File: src/rtl/txc_pkg.sv
package txc_pkg;

    typedef enum logic [1:0] {
        LM_SDR_FALL = 2'd0,  // words change on falling edge, captured on rising
        LM_SDR_RISE = 2'd1,  // words change on rising edge, captured on falling
        LM_DDR      = 2'd2,  // words change mid half-period
        LM_BLOCKED  = 2'd3   // illegal setting, nothing is sent
    } launch_mode_e;

    function automatic launch_mode_e pick_mode(input logic ddr, input logic inv,
                                               input logic div_zero);
        if (ddr && div_zero) return LM_BLOCKED;
        if (ddr)             return LM_DDR;
        if (inv)             return LM_SDR_RISE;
        return LM_SDR_FALL;
    endfunction

endpackage

File: src/rtl/txc_sync.sv
module txc_sync #(
    parameter int STAGES = 2
) (
    input  logic clk_i,
    input  logic rst_ni,
    input  logic async_i,
    output logic sync_o
);
    typedef struct packed {
        logic [STAGES-1:0] chain;
    } sync_t;

    sync_t st_d, st_q;

    always_comb begin
        st_d = st_q;
        st_d.chain = {st_q.chain[STAGES-2:0], async_i};
    end

    always_ff @(posedge clk_i) begin
        if (!rst_ni) st_q <= '0;
        else         st_q <= st_d;
    end

    assign sync_o = st_q.chain[STAGES-1];

endmodule

File: src/rtl/txc_clkgen.sv
module txc_clkgen
    import txc_pkg::*;
#(
    parameter int DIV_W = 4
) (
    input  logic             clk_i,
    input  logic             rst_ni,
    input  logic [DIV_W-1:0] div_i,
    input  launch_mode_e     mode_i,
    output logic             io_clk_o,
    output logic             slot_o
);
    typedef struct packed {
        logic [DIV_W-1:0] cnt;
        logic             lvl;
    } gen_t;

    gen_t g_d, g_q;
    logic wrap;
    logic [DIV_W-1:0] mid;

    assign mid  = div_i >> 1;
    assign wrap = (g_q.cnt >= div_i);

    always_comb begin
        g_d = g_q;
        if (wrap) begin
            g_d.cnt = '0;
            g_d.lvl = ~g_q.lvl;
        end else begin
            g_d.cnt = g_q.cnt + 1'b1;
        end
    end

    always_comb begin
        unique case (mode_i)
            LM_SDR_FALL: slot_o = wrap && g_q.lvl;
            LM_SDR_RISE: slot_o = wrap && !g_q.lvl;
            LM_DDR:      slot_o = (g_q.cnt == mid);
            default:     slot_o = wrap;
        endcase
    end

    always_ff @(posedge clk_i) begin
        if (!rst_ni) g_q <= '0;
        else         g_q <= g_d;
    end

    assign io_clk_o = g_q.lvl;

    AST_CLK_EDGE_AT_WRAP: assert property (@(posedge clk_i) disable iff (!rst_ni)
        !$stable(g_q.lvl) |-> (g_q.cnt == '0) && ($past(g_q.cnt) >= $past(div_i)));

    AST_COUNT_STEPS: assert property (@(posedge clk_i) disable iff (!rst_ni)
        $stable(g_q.lvl) && $past(rst_ni) |-> g_q.cnt == $past(g_q.cnt) + 1'b1);

endmodule

File: src/rtl/txc_lane_fmt.sv
module txc_lane_fmt #(
    parameter int MAX_W = 16,
    parameter int MIN_W = 8,
    parameter int WW    = $clog2(MAX_W + 1)
) (
    input  logic [WW-1:0]    width_i,
    input  logic [MAX_W-1:0] word_i,
    output logic [MAX_W-1:0] word_o,
    output logic [MAX_W-1:0] mask_o
);
    logic [WW-1:0] eff_w;

    always_comb begin
        if (width_i < WW'(MIN_W))      eff_w = WW'(MIN_W);
        else if (width_i > WW'(MAX_W)) eff_w = WW'(MAX_W);
        else                           eff_w = width_i;
    end

    for (genvar b = 0; b < MAX_W; b++) begin : g_lane
        assign mask_o[b] = (WW'(b) < eff_w);
        assign word_o[b] = word_i[b] & mask_o[b];
    end

endmodule

File: src/rtl/srcsync_tx_chan.sv
module srcsync_tx_chan
    import txc_pkg::*;
#(
    parameter int MAX_W       = 16,
    parameter int DIV_W       = 4,
    parameter int LEN_W       = 8,
    parameter int SYNC_STAGES = 2,
    localparam int WW         = $clog2(MAX_W + 1)
) (
    input  logic             clk_i,
    input  logic             rst_ni,
    input  logic [DIV_W-1:0] cfg_div_i,
    input  logic             cfg_ddr_i,
    input  logic             cfg_inv_i,
    input  logic [WW-1:0]    cfg_width_i,
    input  logic [LEN_W-1:0] cfg_len_i,
    input  logic             s_valid_i,
    input  logic [MAX_W-1:0] s_data_i,
    output logic             s_ready_o,
    input  logic             io_wait_i,
    output logic             io_clk_o,
    output logic [MAX_W-1:0] io_data_o,
    output logic             io_start_o,
    output logic             io_enable_o,
    output logic             cfg_err_o
);
    typedef struct packed {
        logic             hold_vld;
        logic [MAX_W-1:0] hold_data;
        logic [MAX_W-1:0] data;
        logic             en;
        logic             start;
        logic [LEN_W-1:0] pos;
        logic             err;
    } seq_t;

    seq_t s_d, s_q;

    launch_mode_e     mode;
    logic             slot;
    logic             wait_s;
    logic [MAX_W-1:0] fmt_word;
    logic [MAX_W-1:0] lane_mask;
    logic             blocked;

    assign mode    = pick_mode(cfg_ddr_i, cfg_inv_i, cfg_div_i == '0);
    assign blocked = (mode == LM_BLOCKED);

    txc_clkgen #(.DIV_W(DIV_W)) u_clkgen (
        .clk_i    (clk_i),
        .rst_ni   (rst_ni),
        .div_i    (cfg_div_i),
        .mode_i   (mode),
        .io_clk_o (io_clk_o),
        .slot_o   (slot)
    );

    txc_sync #(.STAGES(SYNC_STAGES)) u_wait_sync (
        .clk_i   (clk_i),
        .rst_ni  (rst_ni),
        .async_i (io_wait_i),
        .sync_o  (wait_s)
    );

    txc_lane_fmt #(.MAX_W(MAX_W), .MIN_W(8), .WW(WW)) u_fmt (
        .width_i (cfg_width_i),
        .word_i  (s_q.hold_data),
        .word_o  (fmt_word),
        .mask_o  (lane_mask)
    );

    always_comb begin
        s_d     = s_q;
        s_d.err = blocked;
        if (slot) begin
            if (blocked || wait_s || !s_q.hold_vld) begin
                s_d.en    = 1'b0;
                s_d.start = 1'b0;
            end else begin
                s_d.data     = fmt_word;
                s_d.en       = 1'b1;
                s_d.start    = (s_q.pos == '0);
                s_d.pos      = (s_q.pos >= cfg_len_i) ? '0 : s_q.pos + 1'b1;
                s_d.hold_vld = 1'b0;
            end
        end
        if (s_valid_i && !s_q.hold_vld) begin
            s_d.hold_vld  = 1'b1;
            s_d.hold_data = s_data_i;
        end
    end

    always_ff @(posedge clk_i) begin
        if (!rst_ni) s_q <= '0;
        else         s_q <= s_d;
    end

    assign s_ready_o   = !s_q.hold_vld;
    assign io_data_o   = s_q.data;
    assign io_enable_o = s_q.en;
    assign io_start_o  = s_q.start;
    assign cfg_err_o   = s_q.err;

    AST_START_QUALIFIED: assert property (@(posedge clk_i) disable iff (!rst_ni)
        io_start_o |-> io_enable_o);

    AST_SDR_LAUNCH_EDGE: assert property (@(posedge clk_i) disable iff (!rst_ni)
        $past(slot) && ($past(mode) == LM_SDR_FALL || $past(mode) == LM_SDR_RISE)
        |-> io_clk_o == $past(cfg_inv_i) && !$stable(io_clk_o));

    AST_DDR_OFF_EDGE: assert property (@(posedge clk_i) disable iff (!rst_ni)
        (mode == LM_DDR) && $past(mode == LM_DDR) && !$stable(io_data_o) |-> $stable(io_clk_o));

    AST_DATA_ONLY_AT_SLOT: assert property (@(posedge clk_i) disable iff (!rst_ni)
        !$past(slot) |-> $stable(io_data_o) && $stable(io_enable_o));

    AST_WIDTH_MASK: assert property (@(posedge clk_i) disable iff (!rst_ni)
        io_enable_o && $stable(cfg_width_i) && $past(io_enable_o) |-> (io_data_o & ~lane_mask) == '0);

    AST_WAIT_PAUSE: assert property (@(posedge clk_i) disable iff (!rst_ni)
        $past(slot && wait_s) |-> !io_enable_o && $stable(io_data_o));

    AST_ERR_SILENT: assert property (@(posedge clk_i) disable iff (!rst_ni)
        $past(slot && blocked) |-> !io_enable_o);

    AST_ACCEPT_HOLDS: assert property (@(posedge clk_i) disable iff (!rst_ni)
        s_valid_i && s_ready_o |=> !s_ready_o);

endmodule

File: config.mk
export PLATFORM = sky130hd
export DESIGN_NAME = srcsync_tx_chan
export DESIGN_NICKNAME = d
export VERILOG_FILES = /design/src/rtl/txc_pkg.sv /design/src/rtl/txc_sync.sv /design/src/rtl/txc_clkgen.sv /design/src/rtl/txc_lane_fmt.sv /design/src/rtl/srcsync_tx_chan.sv
export SDC_FILE = /design/constraint.sdc
export NUM_CORES = 1
export LEC_CHECK = 0
export ABC_AREA = 1
export ABC_CLOCK_PERIOD_IN_PS = 2300
export BUFFER_PORTS_ARGS = -buffer_cell sky130_fd_sc_hd__buf_2
export CAP_MARGIN = 20
export CORE_MARGIN = 10
export CORE_UTILIZATION = 54
export CTS_CLUSTER_DIAMETER = 60
export DETAILED_ROUTE_END_ITERATION = 16
export GPL_ROUTABILITY_DRIVEN = 0
export PLACE_DENSITY_LB_ADDON = 0.3
export REMOVE_ABC_BUFFERS = 1
export SKIP_LAST_GASP = 1
export SLEW_MARGIN = 30
export SYNTH_ARGS = -nofsm -noshare
export SYNTH_HDL_FRONTEND = slang
export SYNTH_SLANG_ARGS = --single-unit
File: constraint.sdc
create_clock -name clk_i -period 2.3 [get_ports clk_i]
set_clock_uncertainty 0.2 [all_clocks]
set_input_delay 0.115 -clock clk_i [delete_from_list [all_inputs] [get_ports clk_i]]
set_output_delay 0.115 -clock clk_i [all_outputs]
set_load 0.01 [all_outputs]
# After elaboration in Yosys (flattened, before gate mapping)

Index checks and enable logic that the tools add are counted.

Register bits after elaboration: 51
Latch bits: 0
RAM bits: 0
Bits in read-only memories: 0
Output and inout port bits: 21
Word-level logic and storage cells: 91
Memories kept: 0

Add/sub/neg operators: 2
Multipliers: 0
Divide/modulo/power cells: 0
$lt $le $gt $ge: 20
Equality and inequality tests: 5
Shift-type cells: 0
Multiplexer cells: 20
Bitwise gates (word level): 19
Reduce and logical (&&, ||, !) cells: 15

Operator list:

| operator              | count |
|---|---|
| $lt A4 B5 Y1 const A  | 8 |
| $lt A3 B5 Y1 const A  | 4 |
| $mux W17              | 1 |
| $and A1 B1 Y1         | 16 |
| $mux W2               | 7 |
| $lt A1 B5 Y1 const A  | 2 |
| $lt A2 B5 Y1 const A  | 2 |
| $mux W5               | 2 |
| $add A8 B1 Y8 const B | 1 |
| $ge A8 B8 Y1          | 1 |
| $logic_not A8 Y1      | 1 |
| $mux W1               | 8 |
| $mux W8               | 1 |
| $gt A5 B5 Y1 const B  | 1 |
| $lt A5 B4 Y1 const B  | 1 |
| $add A4 B1 Y4 const B | 1 |
| $eq A2 B2 Y1 const B  | 2 |
| $eq A4 B3 Y1          | 1 |
| $ge A4 B4 Y1          | 1 |
| $logic_and A1 B1 Y1   | 4 |
| $logic_not A4 Y1      | 1 |
| $reduce_and A2 Y1     | 2 |
| $not A1 Y1            | 3 |
| $pmux W1 S3           | 1 |
| 7 further kinds       | 9 |

# Logic depth before layout (Yosys ltp)

Gate-level depths: netlist of run 1.

Depth after elaboration: 15
Gate-level depth with buffers: 14
Mapped depth without buffers: 14

# Modules after synthesis

A second synthesis of run 1 with hierarchy kept.

Cell total of the unflattened synthesis: 387
Area, all modules: 2,751.4 sq um

By module, submodules not included:

| module          | instances | cells an instance | area an instance (sq um) | seq. area each (sq um) |
|---|---|---|---|---|
| srcsync_tx_chan | 1         | 283               | 2,042.0                  | 880.8 |
| txc_clkgen      | 1         | 46                | 375.4                    | 100.1 |
| txc_lane_fmt    | 1         | 52                | 279.0                    | 0.0 |
| txc_sync        | 1         | 6                 | 55.1                     | 40.0 |

# Least setup slack after synthesis of run 1

OpenSTA, ideal clock, no wires.

Kind: register -> register
Start point: reg u_clkgen.g_q[1] (netlist bit)
End point: reg s_q (netlist bit io_data_o[3])
Data arrival time: 1.478 ns
Required time: 1.987 ns
Path slack: 0.509 ns
Cell stages (with the launch flop): 11
Buffers on the path: 1
Period minus slack after synthesis: 1.791 ns
Cells stage by stage: dfxtp_1 > inv_2 > ha_1 > nand4_1 > nand3_1 > nand2_1 > nand2_4 > nand2_4 > buf_6 > o21ai_1 > nor2_1

Longest elaborated chain between the ends: 4
Elaborated cells on any way between the ends: 6
Classes of those cells: order compare: 1; eq/ne: 1; mux: 1; reduce/logical: 3

Ends and longest elaborated chain:

| item                                          | RTL line                           | source |
|---|---|---|
| start, declared                               | txc_clkgen.sv:18                   | `gen_t g_d, g_q;` |
| start signal, assigned                        | txc_clkgen.sv:46                   | `else g_q <= g_d;` |
| $ge A4 B4 Y1                                  | txc_clkgen.sv:23                   | `assign wrap = (g_q.cnt >= div_i);` |
| $logic_and A1 B1 Y1, on equally long branches | txc_clkgen.sv:38, txc_clkgen.sv:37 |  |
| $pmux W1 S3 *                                 | txc_clkgen.sv:36                   | `unique case (mode_i)` |
| $reduce_and A2 Y1 (no source line) *          | n/a                                |  |
| end signal, assigned                          | srcsync_tx_chan.sv:94              | `if (!rst_ni) s_q <= '0;` |
| end signal, assigned                          | srcsync_tx_chan.sv:95              | `else s_q <= s_d;` |
| end, declared                                 | srcsync_tx_chan.sv:37              | `seq_t s_d, s_q;` |

Mark *: on every way between the ends. The rest lies on a longest branch, timed or not.
A chain may end at the register's enable or synchronous reset.

# Final worst setup path of run 1

Start point: reg u_clkgen.g_q[4] (netlist bit)
End point: reg s_q[2] (netlist bit)

The elaborated chain is that of the path after synthesis.

==> flow_metrics.tcl, run 1 <==
set metrics [dict create \
    worst_pin_slew_ns 0.516 \
    die-area_mm2 0.00805 \
    antenna_left 0 \
    worstPathMaxFanout 17 \
    yosysWarnings 0 \
    clockRootBuffer "clkbuf_8" \
    setup_viol 0 \
    reg2reg_slack_ns 0.21 \
    fin_crit_sh_pct 90.9 \
    drtIter0Drc 123 \
    area_growth_pct 21.2 \
    slew_viol_final 0 \
    multi_input_area_mm2 0.00123 \
    irDropWorstVdd_uv 487 \
    rr_endpoint "s_q[2]$_SDFFE_PN0P_" \
    netlist_instances 367 \
    cts_tree "built" \
    fin_nets 486 \
    p_per_area_mw_per_mm2 604 \
    hold_end "u_wait_sync.st_q[0]$_SDFF_PN0_" \
    whs_path_depth 3 \
    ys_seq_area_share_pct 38.9 \
    cp-start-kind "flip-flop" \
    avgSynthCellArea_um2 7.16 \
    ys.flop_type "dfxtp_1" \
    fp-row-count 25 \
    total_power_uw 1920 \
    tns_ns 0 \
    drtPass1Iterations 4 \
    io_pins 60 \
    nFillCells 420 \
    syn_area_mm2 0.00263 \
    fp.dieH_um 89.7 \
    clk_path_buf_depth 2 \
    r2r-start "u_clkgen.g_q[4]$_SDFF_PP0_" \
    post-dp-hpwl_um 4100 \
    post_cts_buffers 0 \
    drc 0 \
    grt_pass1_wl_um 10200 \
    drive_above_1_share_pct 19.9 \
    clk_pin_slew_ns 0.09 \
    globalRoute.totalOverflow 0 \
    vias 2371 \
    clkSinkCount 51 \
    cts_buffers 5 \
    slew_headroom_pct 65.6 \
    yosysUniqueCellTypes 26 \
    max_cap_violations 0 \
    regArea_mm2 0.00102 \
    clk_latency_ns 0.31 \
    core_area_mm2 0.00472 \
    antenna_found_initial 0 \
    synth-seq-cells 51 \
    worst-setup-path-type "reg -> reg" \
    cts_max_level 2 \
    grt_usage_pct 14.4 \
    die_w_um 89.7 \
    grt_max_degree 33 \
    worstRegToRegCells 11 \
    crit_arrival_ns 2.15 \
    start_util_pct 55.6 \
    status "finished, final reports clean" \
    grt_pass1_vias 2363 \
    worst_hold_startpoint "rst_ni" \
    hold_violations 0 \
    port_buffers 59 \
    synth_edf_count 0 \
    fmax_mhz 478 \
    wl_per_cell_um 11.3 \
    critPathCaptureType "flip-flop" \
    power_leakage_uw 0.00160 \
    rsz0062_at_grt "no" \
    async_flop_share_pct 0 \
    diodes 0 \
    viasPerCell 4.74 \
    period_needed_ns 2.09 \
    hp-class "in -> reg" \
    finalWirelength_um 5640 \
    cp_data_required_time_ns 2.35 \
]
## worst max-delay path, cell delays in order (launching register included)
cell and delay, ns:
dfxtp_1 0.40, ha_1 0.29, a21oi_2 0.18, nand3_1 0.13, nand2_1 0.12, nand2_4 0.10, nand2_4 0.20, buf_4 0.20
nand2_1 0.06, nand2_1 0.05, inv_1 0.04, nor2_2 0.06
## how the worst max path moves through the flow
stage	startpoint	to	slack [ns]	cells after the start
2_1_floorplan	u_clkgen.g_q[1]$_SDFF_PP0_	io_data_o[0]$_SDFFE_PN0P_	0.36	10
3_3_place_gp	u_clkgen.g_q[1]$_SDFF_PP0_	s_q[8]$_SDFFE_PN0P_	0.23	10
3_5_place_dp	u_clkgen.g_q[1]$_SDFF_PP0_	s_q[4]$_SDFFE_PN0P_	0.17	10
4_1_cts	u_clkgen.g_q[1]$_SDFF_PP0_	s_q[3]$_SDFFE_PN0P_	0.15	10
5_1_grt	u_clkgen.g_q[1]$_SDFF_PP0_	s_q[1]$_SDFFE_PN0P_	0.02	12
6_report	u_clkgen.g_q[4]$_SDFF_PP0_	s_q[2]$_SDFFE_PN0P_	0.21	11
## timing repair
action	CTS	global route
resized for setup	0	1
endpoints found under the hold margin	21	0
endpoints found under the setup margin	0	8
hold buffers	22	0
## stage by stage
step / utilization (%) / hold WS, ns / instance area, µm² / setup slack, ns / std cells
floorplan: - / 0.00845 / 2430 / 0.355 / 340
global placement: 60.2 / 0.105 / 2840 / 0.235 / 470
detailed placement: 60.2 / 0.101 / 2840 / 0.169 / 470
CTS: 67.3 / 0.0391 / 3180 / 0.153 / 500
global route: 67.4 / 0.0847 / 3180 / 0.0173 / 500
finish: 67.4 / 0.0595 / 3180 / 0.209 / 500
## final cells by class
type | instances | area share, %
timing repair buffer | 85 | 17.1
inverter | 48 | 5.70
multi-input combinational | 241 | 38.8
sequential | 51 | 32.1
tap | 67 | 2.63
clock buffer | 5 | 2.16
clock inverter | 3 | 1.49
## report_power, final
part	switching [µW]	internal [µW]
Combinational	178	138
Sequential	32.8	933
Clock	311	330
Total	521	1400
## sequential cells by signal, indices dropped and copies added (netlist names)
signal,flops
u_wait_sync.st_q,2
cfg_err_o,1
io_start_o,1
u_clkgen.io_clk_o,1
u_clkgen.g_q,4
io_enable_o,1
s_q,25
io_data_o,16
## layer usage
layer,up-vias,track usage [%],share of wire (%)
li1,1287,-,-
met1,1026,16.7,47
met2,52,24.6,46
met3,6,4.66,5.6
met4,0,4.45,1.2
met5,-,0,0
## cells by family (layout without fill, tap and decap cells)
logic type	count (synthesis)	after routing	synth area share, %
AND/OR/NAND/NOR	179	179	29.5
buffers and inverters	75	141	14.2
flip-flops	51	51	38.9
AO/OA/AOI/OAI	44	44	9.24
adder cells (fa/ha/maj)	15	15	7.15
XOR/XNOR	3	3	1.00
## synth_stat cells (all sizes together), types with 2 or more instances
| cell | instances | area share, % |
|---|---|---|
| nor2 | 82 | 12 |
| dfxtp | 51 | 39 |
| nand2 | 49 | 7.6 |
| inv | 47 | 6.7 |
| nand3 | 33 | 6.5 |
| o21ai | 33 | 6.6 |
| buf | 20 | 6.3 |
| ha | 15 | 7.1 |
| nand4 | 12 | 2.9 |
| a21oi | 8 | 1.8 |
| clkbuf | 7 | 1.0 |
| nor3 | 2 | 0.38 |
| o21a | 2 | 0.57 |
| xnor2 | 2 | 0.67 |
## cells in the final DEF (no fill, tap or decap), types with 2 or more instances in the layout
cell	n
nor2_1	79
buf_2	59
dfxtp_1	51
nand2_1	46
inv_1	44
nand3_1	32
dlygate4sd3_1	22
o21ai_0	21
ha_1	15
nand4_1	12
o21ai_1	10
a21oi_1	6
clkbuf_8	5
buf_4	4
inv_2	3
nor2_2	3
o21a_1	2
a21oi_2	2
xnor2_1	2
nand2_4	2
o21ai_2	2
nor3_1	2
No activity file was read; power rests on OpenSTA's default activity.
==> inputs of run 2 (changes only) <==
CORE_UTILIZATION = 45   (was 54)
==> run 2 against run 1 <==
Compared with the run above: sequential share of layout area increased by 0.28 points; sequential power about the same; largest power group unchanged; sequential cell count unchanged; cell area decreased by 0.86%; total power decreased by 7.3%; non-clock buffer count unchanged; count of clock-buffer cells in the layout increased by 1; hold slack improved by 0.035 ns; critical endpoint is now io_data_o[0]$_SDFFE_PN0P_; via count increased by 2.2%; critical path type unchanged; register-to-register slack improved by 0.05 ns; wire length increased by 3.5%.
==> flow_metrics.tcl, run 2 (synthesis results as in run 1) <==
set metrics [dict create \
    switching_share_pct 27.9 \
    clk_pin_slew_ns 0.09 \
    globalRoute.totalOverflow 0 \
    worst_pin_slew_ns 0.552 \
    worstPathMaxFanout 17 \
    grt_pass1_vias 2337 \
    clk_path_buf_depth 2 \
    viasPerCell 4.80 \
    worst-setup-path-type "reg -> reg" \
    power.switching_uw 497 \
    final_common_cell "nor2_1" \
    slew_headroom_pct 63.2 \
    io_pins 60 \
    fin_cells 505 \
    drive_above_1_share_pct 19.4 \
    p_per_area_mw_per_mm2 564 \
    post_cts_buffers 0 \
    die_w_um 96.4 \
    fp.dieH_um 96.4 \
    crit_arrival_ns 2.03 \
    p_comb_share_pct 17.7 \
    fin_crit_sh_pct 88.7 \
    top_register "s_q" \
    critPathCaptureType "flip-flop" \
    area_growth_pct 20.2 \
    antenna_left 0 \
    rsz0062_at_grt "no" \
    drtIter0Drc 101 \
    drtPass1Iterations 5 \
    hp-class "in -> reg" \
    period_needed_ns 2.04 \
    fin_nets 486 \
    internal_power_uw 1280 \
    fmax_mhz 490 \
    clockRootBuffer "clkbuf_8" \
    fp-row-count 27 \
    core_area_mm2 0.00557 \
    cts_tree "built" \
    finalWirelength_um 5840 \
    max_cap_violations 0 \
    die-area_mm2 0.00929 \
    slew_viol_final 0 \
    largest_reg_flops 25 \
    port_buffers 59 \
    tns_ns 0 \
    grt_max_degree 36 \
    start_util_pct 47.1 \
    vias 2424 \
    antenna_found_initial 0 \
    cp_data_required_time_ns 2.29 \
    irDropWorstVdd_uv 337 \
    grt_pass1_wl_um 10100 \
    fin_ws_ns 0.259 \
    hold_violations 0 \
    fin_hold_ws_ns 0.0949 \
    status "finished, final reports clean" \
    cts_max_level 2 \
    cp-start-kind "flip-flop" \
    final_cell_mix "nor2_1 (79), buf_2 (59), dfxtp_1 (51), nand2_1 (47), inv_1 (44)" \
    power_leakage_uw 0.00158 \
    clk_latency_ns 0.29 \
    diodes 0 \
    dp_cells 475 \
    nFillCells 562 \
    drc 0 \
    clkSinkCount 51 \
    dp_slack_ns 0.262 \
    setup_viol 0 \
    cts_buffers 5 \
    final_util_pct 56.6 \
    post-dp-hpwl_um 4360 \
    clock_power_share_pct 27.9 \
    grt_usage_pct 13.2 \
    wl_per_cell_um 11.6 \
    p_seq_share_pct 54.3 \
]
-- run 2: cell count changes in the layout (fill, tap and decap cells not counted) --
cell and delta:
bufinv_16 -1, clkbuf_1 +1, clkinv_2 +1, clkinv_4 -1, clkinvlp_4 +1, inv_6 -1
nand2_1 +1, nand2_2 -1
-- run 2: path summary, 6_finish.rpt --
kind	to	slack, ns	from	cells past startpoint
hold reg to reg	u_wait_sync.st_q[1]$_SDFF_PN0_	0.23	u_wait_sync.st_q[0]$_SDFF_PN0_	2
hold / removal	io_data_o[14]$_SDFFE_PN0P_	0.09	cfg_width_i[0]	5
setup / recovery	io_data_o[0]$_SDFFE_PN0P_	0.26	u_clkgen.g_q[1]$_SDFF_PP0_	10
setup reg to reg	io_data_o[0]$_SDFFE_PN0P_	0.26	u_clkgen.g_q[1]$_SDFF_PP0_	10
-- run 2: power by group through the flow --
stage | Clock [µW] | Sequential, µW | Combinational, µW
finish | 498 | 967 | 316
global route | 554 | 975 | 367
CTS | 519 | 967 | 319
detailed placement | 0 | 987 | 290
global placement | 0 | 986 | 286
floorplan | 0 | 988 | 175
-- run 2: worst max-delay path: stages (launching register included) --
cell and delay (ns):
dfxtp_1 0.42, inv_2 0.06, ha_1 0.27, nand4_1 0.12, nand3_1 0.13, nand2_1 0.12
nand2_4 0.07, nand2_4 0.18, clkinv_2 0.18, nor2_1 0.13, nor2_1 0.06
-- run 2: through the flow --
stage	power (µW)	instance area, µm²
3_3_place_gp	1270	2850
6_report	1780	3160
4_1_cts	1810	3160
5_1_grt	1900	3160
2_1_floorplan	1160	2430
3_5_place_dp	1280	2850
-- run 2: timing repair --
item                                   CTS  global route
endpoints found under the hold margin   21             0
hold buffers                            22             0
resized for setup                        0             0
-- run 2: layout make-up --
class                      instances  area (µm²)  area share [%]
clock inverter                     2        12.5           0.397
clock buffer                       6        72.6            2.30
sequential                        51        1020            32.4
multi-input combinational        241        1230            39.1
tap                               72        90.1            2.85
timing repair buffer              85         546            17.3
inverter                          48         181            5.75
-- run 2: metal layers --
metal  vias up  wire length (µm)  track usage (%)
li1       1285                 -                -
met1      1079              2580             15.3
met2        53              2750             22.4
met3         7               436             4.70
met4         0                72             3.75
met5         -                 0                0
